<file path="src/rtl/adc_seq_pkg.sv">
package adc_seq_pkg;

    typedef enum logic [2:0] {
        ST_IDLE,
        ST_LAUNCH,
        ST_WAIT_ACK,
        ST_CONVERT,
        ST_STORE
    } seq_state_e;

    typedef enum logic [1:0] {
        MODE_SINGLE  = 2'd0,
        MODE_ONEPASS = 2'd1,
        MODE_CONT    = 2'd2,
        MODE_RSVD    = 2'd3
    } scan_mode_e;

    typedef enum logic [1:0] {
        SRC_SOFT  = 2'd0,
        SRC_TIMER = 2'd1,
        SRC_EXT   = 2'd2,
        SRC_NONE  = 2'd3
    } trig_src_e;

    // bit 0 run, 2:1 mode, 4:3 source, 5 shift, 6 self-test, 8:7 level, 12:9 input
    typedef struct packed {
        logic [3:0] chan;
        logic [1:0] diag_sel;
        logic       diag_en;
        logic       shift8;
        trig_src_e  src;
        scan_mode_e mode;
        logic       run;
    } ctrl_t;

    localparam int CTRL_W    = $bits(ctrl_t);
    localparam int ADDR_CTRL = 0;
    localparam int ADDR_MASK = 1;
    localparam int ADDR_STAT = 2;
    localparam int RES_BASE  = 16;
    localparam int STAT_BUSY = 0;
    localparam int STAT_IRQ  = 1;

endpackage

</file>
<file path="src/rtl/adc_seq_trig.sv">
module adc_seq_trig
    import adc_seq_pkg::*;
#(
    parameter int SYNC_STAGES = 2
) (
    input  logic      clk,
    input  logic      rst_n,
    input  trig_src_e src,
    input  logic      run,
    input  logic      sw_go,
    input  logic      tmr_trig,
    input  logic      ext_trig,
    output logic      start_req
);
    logic [SYNC_STAGES-1:0] sync_q;
    logic                   ext_prev_q;
    logic                   tmr_prev_q;
    logic                   sw_go_q;
    logic                   ext_s;

    generate
        if (SYNC_STAGES == 1) begin : g_sync_one
            always_ff @(posedge clk) begin
                if (!rst_n) sync_q <= '0;
                else        sync_q <= ext_trig;
            end
        end else begin : g_sync_chain
            always_ff @(posedge clk) begin
                if (!rst_n) sync_q <= '0;
                else        sync_q <= {sync_q[SYNC_STAGES-2:0], ext_trig};
            end
        end
    endgenerate

    assign ext_s = sync_q[SYNC_STAGES-1];

    always_ff @(posedge clk) begin
        if (!rst_n) begin
            ext_prev_q <= 1'b0;
            tmr_prev_q <= 1'b0;
            sw_go_q    <= 1'b0;
        end else begin
            ext_prev_q <= ext_s;
            tmr_prev_q <= tmr_trig;
            sw_go_q    <= sw_go;
        end
    end

    // software start is delayed one cycle so the new control word is in place
    always_comb begin
        unique case (src)
            SRC_SOFT:  start_req = sw_go_q;
            SRC_TIMER: start_req = run && tmr_trig && !tmr_prev_q;
            SRC_EXT:   start_req = run && ext_s && !ext_prev_q;
            default:   start_req = 1'b0;
        endcase
    end

endmodule

</file>
<file path="src/rtl/adc_seq_fsm.sv">
module adc_seq_fsm
    import adc_seq_pkg::*;
#(
    parameter int NCH  = 12,
    parameter int CH_W = 4
) (
    input  logic            clk,
    input  logic            rst_n,
    input  logic            start_req,
    input  scan_mode_e      mode_i,
    input  logic            run_i,
    input  logic [NCH-1:0]  mask_i,
    input  logic [3:0]      single_ch_i,
    input  logic            core_busy,
    output logic            core_start,
    output logic [CH_W-1:0] core_chan,
    output logic            store_en,
    output logic            pass_done,
    output logic            seq_busy
);
    seq_state_e      state_q, state_d;
    logic [CH_W-1:0] cur_q, cur_d;
    scan_mode_e      mode_q, mode_d;
    logic [NCH-1:0]  mask_q, mask_d;
    logic            done_c;

    logic            live_first_ok, first_ok, nxt_ok;
    logic [CH_W-1:0] live_first_idx, first_idx, nxt_idx;

    function automatic logic is_scan(scan_mode_e m);
        return (m == MODE_ONEPASS) || (m == MODE_CONT);
    endfunction

    // lowest set bit above 'above' (above = -1 searches from 0)
    always_comb begin
        live_first_ok  = 1'b0;
        live_first_idx = '0;
        first_ok       = 1'b0;
        first_idx      = '0;
        nxt_ok         = 1'b0;
        nxt_idx        = '0;
        for (int i = NCH - 1; i >= 0; i--) begin
            if (mask_i[i]) begin
                live_first_ok  = 1'b1;
                live_first_idx = CH_W'(i);
            end
            if (mask_q[i]) begin
                first_ok  = 1'b1;
                first_idx = CH_W'(i);
            end
            if (mask_q[i] && (i > int'(cur_q))) begin
                nxt_ok  = 1'b1;
                nxt_idx = CH_W'(i);
            end
        end
    end

    always_comb begin
        state_d = state_q;
        cur_d   = cur_q;
        mode_d  = mode_q;
        mask_d  = mask_q;
        done_c  = 1'b0;
        unique case (state_q)
            ST_IDLE: begin
                if (start_req) begin
                    mode_d = mode_i;
                    mask_d = mask_i;
                    if (is_scan(mode_i)) begin
                        if (live_first_ok) begin
                            cur_d   = live_first_idx;
                            state_d = ST_LAUNCH;
                        end else begin
                            done_c = 1'b1;
                        end
                    end else if (int'(single_ch_i) < NCH) begin
                        cur_d   = CH_W'(single_ch_i);
                        state_d = ST_LAUNCH;
                    end
                end
            end
            ST_LAUNCH:   state_d = ST_WAIT_ACK;
            ST_WAIT_ACK: if (core_busy) state_d = ST_CONVERT;
            ST_CONVERT:  if (!core_busy) state_d = ST_STORE;
            ST_STORE: begin
                if (!is_scan(mode_q)) begin
                    done_c  = 1'b1;
                    state_d = ST_IDLE;
                end else if (nxt_ok) begin
                    if (mode_q == MODE_CONT && !run_i) begin
                        state_d = ST_IDLE;
                    end else begin
                        cur_d   = nxt_idx;
                        state_d = ST_LAUNCH;
                    end
                end else begin
                    done_c = 1'b1;
                    if (mode_q == MODE_CONT && run_i && first_ok) begin
                        cur_d   = first_idx;
                        state_d = ST_LAUNCH;
                    end else begin
                        state_d = ST_IDLE;
                    end
                end
            end
            default: state_d = ST_IDLE;
        endcase
    end

    always_ff @(posedge clk) begin
        if (!rst_n) begin
            state_q <= ST_IDLE;
            cur_q   <= '0;
            mode_q  <= MODE_SINGLE;
            mask_q  <= '0;
        end else begin
            state_q <= state_d;
            cur_q   <= cur_d;
            mode_q  <= mode_d;
            mask_q  <= mask_d;
        end
    end

    always_comb begin
        core_start = (state_q == ST_LAUNCH);
        store_en   = (state_q == ST_STORE);
        seq_busy   = (state_q != ST_IDLE);
        pass_done  = done_c;
        core_chan  = cur_q;
    end

endmodule

</file>
<file path="src/rtl/adc_seq_regs.sv">
module adc_seq_regs
    import adc_seq_pkg::*;
#(
    parameter int NCH    = 12,
    parameter int CH_W   = 4,
    parameter int RES_W  = 10,
    parameter int DATA_W = 16,
    parameter int ADDR_W = 5
) (
    input  logic              clk,
    input  logic              rst_n,
    input  logic [ADDR_W-1:0] bus_addr,
    input  logic              bus_we,
    input  logic [DATA_W-1:0] bus_wdata,
    output logic [DATA_W-1:0] bus_rdata,
    input  logic              store_en,
    input  logic [CH_W-1:0]   store_ch,
    input  logic [RES_W-1:0]  core_result,
    input  logic              pass_done,
    input  logic              seq_busy,
    output ctrl_t             ctrl,
    output logic [NCH-1:0]    mask,
    output logic              irq,
    output logic              sw_go
);
    localparam int SHIFT = 2;

    logic [NCH*RES_W-1:0] res_flat;
    logic [RES_W-1:0]     store_val;
    ctrl_t                wr_ctrl;
    logic                 wr_ctrl_en, wr_mask_en, wr_stat_en;

    assign wr_ctrl    = ctrl_t'(bus_wdata[CTRL_W-1:0]);
    assign wr_ctrl_en = bus_we && (bus_addr == ADDR_W'(ADDR_CTRL));
    assign wr_mask_en = bus_we && (bus_addr == ADDR_W'(ADDR_MASK));
    assign wr_stat_en = bus_we && (bus_addr == ADDR_W'(ADDR_STAT));
    assign sw_go      = wr_ctrl_en && wr_ctrl.run && (wr_ctrl.src == SRC_SOFT);
    assign store_val  = ctrl.shift8 ? (core_result >> SHIFT) : core_result;

    always_ff @(posedge clk) begin
        if (!rst_n) begin
            ctrl <= '0;
            mask <= '0;
            irq  <= 1'b0;
        end else begin
            if (wr_ctrl_en) ctrl <= wr_ctrl;
            if (wr_mask_en) mask <= bus_wdata[NCH-1:0];
            if (pass_done)
                irq <= 1'b1;
            else if (wr_stat_en && bus_wdata[STAT_IRQ])
                irq <= 1'b0;
        end
    end

    generate
        for (genvar g = 0; g < NCH; g++) begin : g_res
            logic [RES_W-1:0] res_q;
            always_ff @(posedge clk) begin
                if (!rst_n)
                    res_q <= '0;
                else if (store_en && (store_ch == CH_W'(g)))
                    res_q <= store_val;
            end
            assign res_flat[g*RES_W +: RES_W] = res_q;
        end
    endgenerate

    always_comb begin
        bus_rdata = '0;
        if (bus_addr == ADDR_W'(ADDR_CTRL)) begin
            bus_rdata[CTRL_W-1:0] = ctrl;
        end else if (bus_addr == ADDR_W'(ADDR_MASK)) begin
            bus_rdata[NCH-1:0] = mask;
        end else if (bus_addr == ADDR_W'(ADDR_STAT)) begin
            bus_rdata[STAT_BUSY] = seq_busy;
            bus_rdata[STAT_IRQ]  = irq;
        end else if ((int'(bus_addr) >= RES_BASE) && (int'(bus_addr) < RES_BASE + NCH)) begin
            bus_rdata[RES_W-1:0] = res_flat[(int'(bus_addr) - RES_BASE)*RES_W +: RES_W];
        end
    end

endmodule

</file>
<file path="src/rtl/adc_seq_ctrl.sv">
module adc_seq_ctrl
    import adc_seq_pkg::*;
#(
    parameter int NCH         = 12,
    parameter int RES_W       = 10,
    parameter int DATA_W      = 16,
    parameter int ADDR_W      = 5,
    parameter int SYNC_STAGES = 2
) (
    input  logic              clk,
    input  logic              rst_n,
    input  logic [ADDR_W-1:0] bus_addr,
    input  logic              bus_we,
    input  logic [DATA_W-1:0] bus_wdata,
    output logic [DATA_W-1:0] bus_rdata,
    input  logic              tmr_trig,
    input  logic              ext_trig,
    output logic              core_start,
    output logic [3:0]        core_chan,
    output logic              core_diag_en,
    output logic [1:0]        core_diag_sel,
    input  logic              core_busy,
    input  logic [RES_W-1:0]  core_result,
    output logic              irq
);
    localparam int CH_W = 4;

    ctrl_t           ctrl;
    logic [NCH-1:0]  mask;
    logic            sw_go;
    logic            start_req;
    logic            store_en;
    logic            pass_done;
    logic            seq_busy;
    logic [CH_W-1:0] cur_chan;

    adc_seq_regs #(
        .NCH(NCH), .CH_W(CH_W), .RES_W(RES_W), .DATA_W(DATA_W), .ADDR_W(ADDR_W)
    ) u_regs (
        .clk(clk), .rst_n(rst_n),
        .bus_addr(bus_addr), .bus_we(bus_we), .bus_wdata(bus_wdata), .bus_rdata(bus_rdata),
        .store_en(store_en), .store_ch(cur_chan), .core_result(core_result),
        .pass_done(pass_done), .seq_busy(seq_busy),
        .ctrl(ctrl), .mask(mask), .irq(irq), .sw_go(sw_go)
    );

    adc_seq_trig #(.SYNC_STAGES(SYNC_STAGES)) u_trig (
        .clk(clk), .rst_n(rst_n),
        .src(ctrl.src), .run(ctrl.run), .sw_go(sw_go),
        .tmr_trig(tmr_trig), .ext_trig(ext_trig),
        .start_req(start_req)
    );

    adc_seq_fsm #(.NCH(NCH), .CH_W(CH_W)) u_fsm (
        .clk(clk), .rst_n(rst_n),
        .start_req(start_req), .mode_i(ctrl.mode), .run_i(ctrl.run),
        .mask_i(mask), .single_ch_i(ctrl.chan), .core_busy(core_busy),
        .core_start(core_start), .core_chan(cur_chan), .store_en(store_en),
        .pass_done(pass_done), .seq_busy(seq_busy)
    );

    assign core_chan     = cur_chan;
    assign core_diag_en  = ctrl.diag_en;
    assign core_diag_sel = ctrl.diag_sel;

endmodule

</file>
<file path="config.mk">
export PLATFORM = sky130hd
export DESIGN_NAME = adc_seq_ctrl
export DESIGN_NICKNAME = d
export VERILOG_FILES = /design/src/rtl/adc_seq_pkg.sv /design/src/rtl/adc_seq_trig.sv /design/src/rtl/adc_seq_fsm.sv /design/src/rtl/adc_seq_regs.sv /design/src/rtl/adc_seq_ctrl.sv
export SDC_FILE = /design/constraint.sdc
export NUM_CORES = 1
export LEC_CHECK = 0
export ABC_CLOCK_PERIOD_IN_PS = 4050
export BUFFER_PORTS_ARGS = -buffer_cell sky130_fd_sc_hd__buf_2
export CORE_UTILIZATION = 63
export DETAILED_ROUTE_END_ITERATION = 10
export PLACE_DENSITY = 0.79
export SLEW_MARGIN = 20
export SYNTH_ARGS = -nofsm -noshare
export SYNTH_HDL_FRONTEND = slang
export SYNTH_SLANG_ARGS = --single-unit
</file>
<file path="constraint.sdc">
create_clock -name clk -period 4.05 [get_ports clk]
set_input_delay 0.81 -clock clk [delete_from_list [all_inputs] [get_ports clk]]
set_output_delay 0.81 -clock clk [all_outputs]
set_load 0.01 [all_outputs]
</file>
# Word level (Yosys, flattened, before mapping)
# Index checks and enable logic that the tools add are counted.
# totals
regBits,172
input_bits,37
output_inout_bits,25
wordCells,237
# op_classes
add_sub_neg,1
mul,1
magnitude_cmp,14
n_eq_ne,31
n_shift,1
muxes,107
n_reduce_logical,53
# ops
operator,count
4-bit two-way mux,43
120-bit by 32-bit variable part select with 10-bit output,1
1-bit two-way mux,45
1-bit logical AND,37
32-bit by 4-bit multiplier with 31-bit output (second input constant),1
10-bit two-way mux,3
3-bit two-way mux,8
4-bit by 3-bit == test with 1-bit output (second input constant),4
4-bit == test (second input constant),4
3-bit by 4-bit greater-than comparator with 1-bit output (first input constant),4
4-bit greater-than comparator (first input constant),4
3-bit one-hot mux with 5 select lines,1
12-bit two-way mux,1
4-bit by 2-bit == test with 1-bit output (second input constant),2
2-bit by 4-bit greater-than comparator with 1-bit output (first input constant),2
8-bit two-way mux,1
4-bit one-hot mux with 2 select lines,1
7-bit AND reduction,1
2-bit by 1-bit == test with 1-bit output (second input constant),3
2-bit == test (second input constant),3
3-bit by 2-bit == test with 1-bit output (second input constant),2
2-bit != test (second input constant),3
3-bit by 1-bit != test with 1-bit output (second input constant),2
5-bit by 5-bit subtractor with 6-bit output (second input constant),1
25 further kinds,31

# Logic depth before layout (Yosys ltp)
# logic_depth
depth_word,17
ltp_mapped,12
ltp_nobuf,11

# Modules after synthesis
# Synthesis repeated with hierarchy kept, for this count alone.
# hier_totals
cells_unflattened,1295
hier_area_um2,11820.1
# modules_own_cells
module,n_inst,cells_each,area_per_inst_um2
adc_seq_regs,1,1056,10012.1
adc_seq_fsm,1,223,1642.8
adc_seq_trig,1,16,165.2

# Least setup slack after synthesis
# Ideal clock, no wire load.
# synth_timing
path_type,input to output
from,input port bus_addr[4]
to,output port bus_rdata[2]
t_arrival_ns,3.187
required_time_ns,3.240
slack_ns,0.053
stages,11
path_buffers,1
cell_sequence,inv_1 > ha_1 > inv_1 > fa_1 > nor2b_1 > o21ai_2 > xnor2_1 > clkbuf_1 > nand3_1 > o31a_1 > o21ai_0
# synth_between
elab_chain_cells,7
word_cells_on_any_way,13
# synth_lines
item,line_no,source
"start, declared",adc_seq_ctrl.sv:12,"input logic [ADDR_W-1:0] bus_addr,"
5-bit by 5-bit subtractor with 6-bit output,adc_seq_regs.sv:78,bus_rdata[RES_W-1:0] = res_flat[(int'(bus_addr) - RES_BASE)*RES_W +: RES_W];
32-bit by 4-bit multiplier with 31-bit output,adc_seq_regs.sv:78,
120-bit by 32-bit variable part select with 10-bit output,adc_seq_regs.sv:78,
10-bit two-way mux,adc_seq_regs.sv:77,end else if ((int'(bus_addr) >= RES_BASE) && (int'(bus_addr) < RES_BASE + NCH)) begin
8-bit two-way mux,adc_seq_regs.sv:74,end else if (bus_addr == ADDR_W'(ADDR_STAT)) begin
10-bit two-way mux,adc_seq_regs.sv:72,end else if (bus_addr == ADDR_W'(ADDR_MASK)) begin
12-bit two-way mux (*),adc_seq_regs.sv:70,if (bus_addr == ADDR_W'(ADDR_CTRL)) begin
"end, declared",adc_seq_ctrl.sv:15,"output logic [DATA_W-1:0] bus_rdata,"
# Mark *: on every way between the ends. The rest lies on a longest branch, timed or not.

# Final worst setup path
# layout_timing
from,input port bus_addr[1]
to,output port bus_rdata[7]
# Same word-level chain as after synthesis.

==> run_results.csv <==
group,metric,value,unit
outcome,status,"finished with violations",
outcome,failed_checks,"DRC, setup timing",
routing,drt-vias-per-instance,6.96,
worst_setup_path,path_common_cell,"ha_4",
global_route,grt_use_total,0.383,
place,gp_congestion,1.05,
place,dp_hpwl,25.2,mm
routing,drc,22,
worst_setup_path,worstPathArrival,3.39,ns
sta,rsz0062_at_grt,"true",
worst_setup_path,cp_max_fo,4,
synth,ys.flop_type,"dfxtp_1",
worst_setup_path,slowest_delay,0.38,ns
worst_setup_path,worst-path-buf-inv,5,
floorplanning,initial_core_util,0.645,
worst_setup_path,crit_family,"adder cells",
synth,synthesis.area,0.0117,sq mm
routing,top_layer_used,"met4",
synth,synth_cell_types,80,
synth,synth-edff-count,0,
sta,slew_headroom,0.267,
worst_setup_path,cp-start-kind,"input port",
worst_setup_path,worstPathRequired,3.24,ns
sta,drv_slew,0,
final_layout,drive_above_1_share,0.256,
global_route,grt_pass1_vias,10500,
clock_tree,cts_tree,"done",
power_and_ir_drop,irDropWorstVdd,0.357,mV
clock_tree,clock-sinks,172,
floorplanning,dieArea,0.0191,sq mm
floorplanning,die_w,138,um
routing,wl_met3,3.59,mm
routing,ant_nets,0,
synth,syn_area_per_cell,9.18,sq um
sta,layout_min_cycle_time,4.20,ns
global_route,grt_first_pass_wirelength,57.9,mm
final_layout,num_antenna_cells,0,
clock_tree,clk_pin_slew,0.07,ns
global_route,grt_max_degree,76,
global_route,gr-total-overflow,0,
final_layout,multi_input_area,0.00774,sq mm
floorplanning,die_y,138,um
clock_tree,htreeDepth,4,
routing,wl,36.5,mm
final_layout,fin_area,0.0135,sq mm
synth,ys_seq_area_frac,0.295,
floorplanning,row_count,49,
routing,wl_met2,17.2,mm
sta,setup_viol,7,
clock_tree,cts_buffers,17,
final_layout,fin_cells,1594,
worst_setup_path,cp_cell_sequence,"buf_8, ha_4, ha_4, inv_2, fa_2, nor2b_4, o21ai_4, buf_12, xnor2_4, buf_4, a21oi_1, o22ai_1, a311oi_2, o211ai_1, buf_2",
sta,setup_ws,-0.155,ns
clock_tree,root_buffer,"clkbuf_16",
worst_setup_path,crit_path_end_kind,"primary output",
routing,dr.pass1.iters,8,
final_layout,fillerInstances,1289,
power_and_ir_drop,power_density,306,mW/mm^2
worst_setup_path,slowest_stage,"fa_2",
synth,synthArstFlopShare,0,
synth,ys_seq_elements,172,
place,dpl_cell_area,0.0125,sq mm
sta,setup_tns,-0.615,ns
place,placedCellCount,1551,
worst_setup_path,path_class,"in -> out",
power_and_ir_drop,p_total,4.11,mW
sta,tightest_slew,1.08,ns
place,io_buffers,55,
synth,yosysWarnings,0,
sta,hold_viol,0,
worst_hold_path,hold_class,"reg -> reg",
routing,drtIter0Drc,1230,
sta,clock_skew,0.0145,ns
place,place_ws,-0.373,ns
final_layout,final_util,0.744,
synth,synth_cells,1272,
flow_run,maxCapViolCount,0,
routing,wl_per_cell,22.9,um
sta,whs,0.447,ns
routing,vias,11100,
power_and_ir_drop,p_leak,4.93,nW
final_layout,ff_latch_area,0.00344,sq mm
sta,finalCritPeriodShare,1.04,
clock_tree,clk_latency,0.44,ns
routing,m1WireLength,14.0,mm
global_route,antenna_found_initial,0,
clock_tree,ctsLongestPathBuffers,2,
floorplanning,core_area,0.0181,sq mm
clock_tree,cts.hold.buffers_added,0,
final_layout,final_nets,1399,
final_layout,syn_to_final_growth,15.3,%
floorplanning,io_pins,62,
sta,fmax,238,MHz
==> cell families after synthesis <==
family / count (synthesis) / synth area share
flip-flops: 172 / 0.295
adder cells (fa/ha/maj): 10 / 0.0114
other: 1 / 0.000321
multiplexers: 222 / 0.289
buffers and inverters: 136 / 0.0622
AO/OA/AOI/OAI: 303 / 0.178
XOR/XNOR: 6 / 0.00450
AND/OR/NAND/NOR: 422 / 0.159
==> flip-flops by register name, summed over array words and instances, names as in the netlist <==
signal and cells:
u_regs.g_res.res_q 120, u_regs.ctrl 13, u_fsm.mask_q 12, u_regs.mask 12, u_fsm.core_chan 4, u_fsm.state_q 3
u_fsm.mode_q 2, u_trig.sync_q 2, u_regs.irq 1, u_trig.ext_prev_q 1, u_trig.sw_go_q 1, u_trig.tmr_prev_q 1
==> placed cells by master (no fill, tap or decap), types with 4 or more instances in the layout <==
master     instances
a31oi_1            6
nor2_1           184
o21ai_0           26
a221oi_1           5
nand2_1          117
a211oi_1         105
nor4_1            10
dfxtp_1          172
mux4_1            12
buf_12             8
o21ai_1            6
nand4_1            7
o311ai_0           5
or3_1              4
nand2b_1           7
a21oi_1           67
buf_6              5
mux4_2            75
and3_1             6
and2_1            10
mux2_2            17
o22ai_1            9
o211ai_1           7
mux2i_1          115
nor2_2             5
clkbuf_16         17
nor3_1            15
ha_4               6
buf_4            109
a22o_1             4
inv_1             14
buf_2             50
o31ai_1            6
nand3_1           26
nor2b_1           12
a22oi_1           14
inv_6              5
==> final cells by class <==
class                      instances  share of cell area
clock buffer                      17              0.0316
clock inverter                    15              0.0111
inverter                          20             0.00586
multi-input combinational        966               0.575
sequential                       172               0.256
tap                              229              0.0213
timing repair buffer             175              0.0988
==> where the power goes <==
part / switching [mW] / total, mW / internal [mW] / leakage (nW)
clock network: 0.788 / 1.61 / 0.819 / 0.280
registers: 0.00422 / 1.70 / 1.69 / 1.39
logic: 0.461 / 0.807 / 0.346 / 3.26
total: 1.25 / 4.11 / 2.86 / 4.93
==> Yosys cell counts, types with 4 or more instances <==
library cell	instances	area share
a211oi_1	105	0.068
a21oi_1	68	0.029
a221oi_1	5	0.0038
a22o_1	4	0.0030
a22oi_1	14	0.0090
a31oi_1	7	0.0038
and2_1	10	0.0054
and3_1	7	0.0038
buf_2	20	0.0086
buf_4	24	0.015
buf_6	9	0.0087
clkbuf_1	57	0.018
dfxtp_1	172	0.29
ha_1	9	0.0096
inv_1	16	0.0051
mux2_2	17	0.016
mux2i_1	118	0.10
mux4_1	12	0.027
mux4_2	75	0.14
nand2_1	117	0.038
nand2b_1	7	0.0038
nand3_1	27	0.012
nand4_1	7	0.0038
nor2_1	187	0.060
nor2b_1	14	0.0075
nor3_1	17	0.0073
nor4_1	10	0.0054
o211ai_1	7	0.0045
o21ai_0	33	0.014
o22ai_1	9	0.0048
o311ai_0	6	0.0045
o31ai_1	7	0.0045
or3_1	4	0.0021
xnor2_1	4	0.0030
==> what timing repair did <==
action                                  CTS  global route
buffers inserted                          8             4
endpoints found under the setup margin   10            10
gates resized for setup                  31            24
pin swaps                                16            10
gates cloned                              0             0
==> metal layers <==
layer  GRT usage  vias up
met1       0.486     5255
met4       0.172        0
li1            -     4949
met5           0        -
met2       0.633      745
met3      0.0793      147
==> path summary, 6_finish.rpt <==
kind / from / end / slack (ns) / cells past startpoint
worst max register to register: u_fsm.core_chan[1] / u_fsm.core_chan[2] / 1.24 / 7
worst max-delay path: bus_addr[1] / bus_rdata[7] / -0.15 / 15
worst min register to register: u_trig.sync_q[0] / u_trig.sync_q[1] / 0.45 / 1
worst min-delay path: u_trig.sync_q[0] / u_trig.sync_q[1] / 0.45 / 1
Note: power is estimated with default switching activity, not from simulation.
